**src/rtl/fxp_sqrt_pkg.sv**
```systemverilog
package fxp_sqrt_pkg;
  typedef struct packed {
    logic load;
    logic step;
  } sqrtCtrl_t;

  typedef enum logic {
    ST_IDLE = 1'b0,
    ST_RUN  = 1'b1
  } sqrtState_t;
endpackage

```
**src/rtl/fxp_sqrt_ctrl.sv**
```systemverilog
module fxp_sqrt_ctrl
  import fxp_sqrt_pkg::*;
#(
  parameter int ITERS = 24
) (
  input  logic      clk,
  input  logic      rst_n,
  input  logic      start,
  output sqrtCtrl_t strb,
  output logic      busy,
  output logic      done
);
  localparam int CNT_W = $clog2(ITERS + 1);
  localparam logic [CNT_W-1:0] LAST = CNT_W'(ITERS - 1);

  sqrtState_t state;
  logic [CNT_W-1:0] iterCnt;
  logic doneReg;

  always_comb begin
    strb.load = (state == ST_IDLE) && start;
    strb.step = (state == ST_RUN);
  end

  always_ff @(posedge clk or negedge rst_n) begin
    if (!rst_n) begin
      state   <= ST_IDLE;
      iterCnt <= '0;
      doneReg <= 1'b0;
    end else begin
      doneReg <= 1'b0;
      case (state)
        ST_IDLE: begin
          if (start) begin
            state   <= ST_RUN;
            iterCnt <= '0;
          end
        end
        ST_RUN: begin
          iterCnt <= iterCnt + 1'b1;
          if (iterCnt == LAST) begin
            state   <= ST_IDLE;
            doneReg <= 1'b1;
          end
        end
        default: state <= ST_IDLE;
      endcase
    end
  end

  assign busy = (state == ST_RUN);
  assign done = doneReg;
endmodule

```
**src/rtl/fxp_sqrt_datapath.sv**
```systemverilog
module fxp_sqrt_datapath
  import fxp_sqrt_pkg::*;
#(
  parameter int DATA_W = 32,
  parameter int FRAC_W = 16
) (
  input  logic                               clk,
  input  logic                               rst_n,
  input  sqrtCtrl_t                          strb,
  input  logic [DATA_W-1:0]                  din,
  output logic [DATA_W/2+FRAC_W/2-1:0]       root
);
  localparam int ROOT_W = DATA_W/2 + FRAC_W/2;
  localparam int EXT_W  = 2 * ROOT_W;
  localparam int REM_W  = ROOT_W + 2;

  logic [EXT_W-1:0]  opShift;
  logic [REM_W-1:0]  remReg;
  logic [ROOT_W-1:0] rootReg;

  logic [REM_W-1:0] remNext;
  logic [REM_W-1:0] subtrahend;
  logic [REM_W:0]   trialDiff;
  logic             trialNeg;

  always_comb begin
    remNext    = {remReg[REM_W-3:0], opShift[EXT_W-1 -: 2]};
    subtrahend = {rootReg, 2'b01};
    trialDiff  = {1'b0, remNext} - {1'b0, subtrahend};
    trialNeg   = trialDiff[REM_W];
  end

  always_ff @(posedge clk or negedge rst_n) begin
    if (!rst_n) begin
      opShift <= '0;
      remReg  <= '0;
      rootReg <= '0;
    end else if (strb.load) begin
      opShift <= EXT_W'(din) << FRAC_W;
      remReg  <= '0;
      rootReg <= '0;
    end else if (strb.step) begin
      opShift <= opShift << 2;
      remReg  <= trialNeg ? remNext : trialDiff[REM_W-1:0];
      rootReg <= {rootReg[ROOT_W-2:0], ~trialNeg};
    end
  end

  assign root = rootReg;
endmodule

```
**src/rtl/fxp_sqrt_iter.sv**
```systemverilog
module fxp_sqrt_iter
  import fxp_sqrt_pkg::*;
#(
  parameter int DATA_W = 32,
  parameter int FRAC_W = 16
) (
  input  logic                         clk,
  input  logic                         rst_n,
  input  logic                         start,
  input  logic [DATA_W-1:0]            din,
  output logic                         busy,
  output logic                         done,
  output logic [DATA_W/2+FRAC_W/2-1:0] root
);
  localparam int ITERS = DATA_W/2 + FRAC_W/2;

  sqrtCtrl_t strb;

  fxp_sqrt_ctrl #(.ITERS(ITERS)) u_ctrl (
    .clk   (clk),
    .rst_n (rst_n),
    .start (start),
    .strb  (strb),
    .busy  (busy),
    .done  (done)
  );

  fxp_sqrt_datapath #(.DATA_W(DATA_W), .FRAC_W(FRAC_W)) u_dp (
    .clk   (clk),
    .rst_n (rst_n),
    .strb  (strb),
    .din   (din),
    .root  (root)
  );
endmodule

```
**config.mk**
```make
export PLATFORM = sky130hd
export DESIGN_NAME = fxp_sqrt_iter
export DESIGN_NICKNAME = d
export VERILOG_FILES = /design/src/rtl/fxp_sqrt_pkg.sv /design/src/rtl/fxp_sqrt_ctrl.sv /design/src/rtl/fxp_sqrt_datapath.sv /design/src/rtl/fxp_sqrt_iter.sv
export SDC_FILE = /design/constraint.sdc
export NUM_CORES = 1
export LEC_CHECK = 0
export BUFFER_PORTS_ARGS = -buffer_cell sky130_fd_sc_hd__buf_2
export CAP_MARGIN = 20
export CELL_PAD_IN_SITES_DETAIL_PLACEMENT = 0
export CELL_PAD_IN_SITES_GLOBAL_PLACEMENT = 1
export CORE_MARGIN = 2
export CORE_UTILIZATION = 41
export DETAILED_ROUTE_END_ITERATION = 7
export GPL_TIMING_DRIVEN = 0
export PLACE_DENSITY = 0.88
export SETUP_SLACK_MARGIN = 0.3
export SYNTH_ARGS = -nofsm -noshare
export SYNTH_HDL_FRONTEND = slang
export SYNTH_SLANG_ARGS = --single-unit
```
**constraint.sdc**
```tcl
create_clock -name clk -period 2.5 [get_ports clk]
set_input_delay 0.625 -clock clk [delete_from_list [all_inputs] [get_ports clk]]
set_output_delay 0.625 -clock clk [all_outputs]
set_load 0.05 [all_outputs]
```
==> Implementation_results.wiki <==
{| class="wikitable"
! Metric !! Value
|-
| Pre-antenna DRT Iters || 4
|-
| Ports || 61
|-
| Avg Inst Size Synth || 9.363 um2
|-
| Data arrival time of the critical path || 2920 ps
|-
| Standard cell area after detailed placement || 5782 um2
|-
| Number of vias in the routed layout || 4,332
|-
| Worst Tran Pin Value || 708.5 ps
|-
| Core region area || 12,060 um2
|-
| Critical Path RT || 2730 ps
|-
| Total length of routed wires || 13,580 um
|-
| Count of buffers from port buffering || 60
|-
| Number of buffers created by CTS || 9
|-
| Top FF cell, synth || sky130_fd_sc_hd__dfrtp_1
|-
| Detailed-route wire length per cell || 16.84 um
|-
| Post-detailed-route count of antenna-violating nets || 0
|-
| Worst Path Class, Setup || reg2reg
|-
| Total of flip-flops plus latches after synthesis || 87
|-
| Count of routing violations after the opening detailed-route iteration || 206
|-
| Run status || finished, violations left
|-
| Largest net degree at the start of global routing || 56
|-
| Kind of end point of the critical path || flop
|-
| Antenna fix cells || 0
|-
| Relative area change from synthesis to final layout || 28.48%
|-
| Sum of negative setup slack || -3088 ps
|-
| Endpoints failing setup || 25
|-
| Ys async rst share || 1.000
|-
| Clock transition at the registers of the reported paths || 60 ps
|-
| Most common cell after layout, fill and taps aside || sky130_fd_sc_hd__nand2_1
|-
| Count of flip-flops with a built-in enable after synthesis || 0
|-
| Highest-count cells in the layout ignoring fill and taps || sky130_fd_sc_hd__nand2_1 (90), sky130_fd_sc_hd__dfrtp_1 (71), sky130_fd_sc_hd__buf_2 (59)
|-
| Net count of the finished layout || 694
|-
| Worst-case headroom to the max-slew limit || 0.5276
|-
| Count of max-cap constraint violations || 0
|-
| Net count of the mapped netlist || 603
|-
| Die Ht || 115.3 um
|-
| Largest buffer count on any clock path || 2
|-
| Final RePlAce weighted congestion || 0.8809
|-
| Overall die width || 115.3 um
|-
| Overall fraction of global-route tracks in use || 0.2176
|-
| Minimum clock period || 2693 ps
|-
| Number of buffers inserted for hold repair after clock tree synthesis || 0
|-
| Fraction of final layout cells sized beyond drive strength 1 || 0.2712
|-
| Upper clock frequency limit || 371.3 MHz
|-
| Worst Clk Skew || 9.030 ps
|-
| Overall die area || 13,280 um2
|-
| Clock sink count || 87
|-
| Latest clock arrival within the worst-skew pair || 360 ps
|-
| Setup crit start kind || flop
|-
| Cell-by-cell listing of the critical path || inv_2 -> ha_4 -> buf_6 -> a21o_1 -> o21bai_1 -> or4_1 -> a211o_1 -> nand3_2 -> a2111oi_0 -> or3_1
|-
| Via count of the first global-routing pass || 4,482
|-
| Max stage delay cell, worst path || sky130_fd_sc_hd__or4_1
|-
| Half-perimeter wire length after placement || 9445 um
|-
| Count of mapped cells out of synthesis || 542
|-
| Setup repair after global routing missed its margin || true
|-
| Clock H-tree levels || 3
|-
| Pins over their slew limit || 0
|-
| FF-to-FF path depth || 10
|-
| Antenna violations before repair || 0
|-
| Path type of the worst min-delay path || in2async
|-
| Total congestion overflow || 0
|-
| Total of warnings raised by yosys || 0
|-
| Vias per cell || 5.375
|-
| Number of remaining DRC errors || 0
|-
| Num rows || 40
|-
| Longest individual stage delay on the worst path || 490 ps
|-
| Share of the cycle needed by the critical path after routing || 1.077
|-
| Finished layout cell area || 6520 um2
|-
| TritonCTS clock tree || yes
|-
| Root Driver || sky130_fd_sc_hd__clkbuf_16
|-
| CP max FO || 8
|-
| Number of distinct library cells after synthesis || 51
|-
| Initial core utilization || 0.4207
|-
| Syn Std Cell Area || 5075 um2
|-
| Part of the Yosys area used for sequential elements || 0.4290
|-
| Final worst setup slack || -193.2 ps
|-
| Final Hold Vio Count || 0
|-
| Failing checks || setup timing
|-
| Global-route wire length before repair || 22,440 um
|}
path summary, 6_finish.rpt:
check                                  from                to  slack (ps)
min in group clk           u_dp.opShift[17]  u_dp.opShift[19]         480
max                           u_dp.root[12]   u_dp.remReg[23]        -190
max reg2reg                   u_dp.root[12]   u_dp.remReg[23]        -190
min                                   rst_n     u_dp.root[10]         230
min reg2reg                u_dp.opShift[17]  u_dp.opShift[19]         480
max in group asynchronous             rst_n      u_dp.root[0]        1650
sequential cells by signal, summed over array words and instances (netlist names):
signal and count:
u_ctrl.busy 1, u_ctrl.done 1, u_ctrl.iterCnt 5, u_dp.opShift 32
u_dp.remReg 24, u_dp.root 24
area by class of cell:
type                       instances  area, um2
multi-input combinational        395       2978
sequential                        87       2197
inverter                          29      108.9
timing repair buffer              80      518.0
clock buffer                      12      256.5
clock inverter                     4      77.57
tap                              168      210.2
fill                            1110       5542
buffer                            31      173.9
Yosys cell counts (4+ instances only):
| cell | n | share of area |
|---|---|---|
| sky130_fd_sc_hd__o21ai_0 | 41 | 0.040 |
| sky130_fd_sc_hd__a21oi_1 | 33 | 0.033 |
| sky130_fd_sc_hd__xor2_1 | 9 | 0.016 |
| sky130_fd_sc_hd__nand3_1 | 6 | 0.0059 |
| sky130_fd_sc_hd__clkbuf_1 | 25 | 0.018 |
| sky130_fd_sc_hd__o21a_1 | 5 | 0.0074 |
| sky130_fd_sc_hd__ha_1 | 26 | 0.064 |
| sky130_fd_sc_hd__inv_1 | 29 | 0.021 |
| sky130_fd_sc_hd__o31ai_1 | 24 | 0.036 |
| sky130_fd_sc_hd__nor2_1 | 14 | 0.010 |
| sky130_fd_sc_hd__a21o_1 | 15 | 0.022 |
| sky130_fd_sc_hd__a31oi_1 | 4 | 0.0049 |
| sky130_fd_sc_hd__nor3_1 | 5 | 0.0049 |
| sky130_fd_sc_hd__mux2i_1 | 48 | 0.095 |
| sky130_fd_sc_hd__nand2_1 | 91 | 0.067 |
| sky130_fd_sc_hd__xnor2_1 | 12 | 0.021 |
| sky130_fd_sc_hd__dfrtp_1 | 87 | 0.43 |
| sky130_fd_sc_hd__o22ai_1 | 17 | 0.021 |
| sky130_fd_sc_hd__nor2b_1 | 4 | 0.0049 |
per-layer routing:
layer | share of wire | global-route usage | up-vias
met4 | 0.020 | 0.07952 | 0
met3 | 0.051 | 0.05904 | 24
li1 | - | - | 2119
met2 | 0.49 | 0.3612 | 99
met5 | 0 | 0 | -
met1 | 0.44 | 0.2731 | 2090
metrics by stage:
stage	setup WS (ps)	util	hold WS, ps	std cells
after floorplan	-175.9	-	329.4	542
after global placement	-296.9	0.4769	463.0	770
after detailed placement	-317.0	0.4794	476.0	771
after CTS	-168.3	0.5263	230.7	798
after global routing	-311.9	0.5406	249.1	806
final	-193.2	0.5406	225.2	806
cells by family after synthesis:
group / share of synthesized area
AO/OA/AOI/OAI: 0.2061
XOR/XNOR: 0.03624
adder cells (fa/ha/maj): 0.06410
buffers and inverters: 0.04906
flip-flops: 0.4290
multiplexers: 0.09467
AND/OR/NAND/NOR: 0.1208
critical path: cells and delay by family (launching register included):
family / cells / cell delay, ps
adder cells (fa/ha/maj): 1 / 200
buffers and inverters: 2 / 210
AND/OR/NAND/NOR: 3 / 980
AO/OA/AOI/OAI: 4 / 750
flip-flops: 1 / 410
timing repair:
item | CTS | global route
pin swaps | 16 | 12
gates cloned | 1 | 1
buffers inserted | 10 | 7
resized for setup | 21 | 25
endpoints found under the hold margin | 0 | 0
endpoints found under the setup margin | 25 | 26
Power is left out: the tool's default activity adds up to more than one toggle a clock period on the data nets, which glitch-free logic cannot reach.
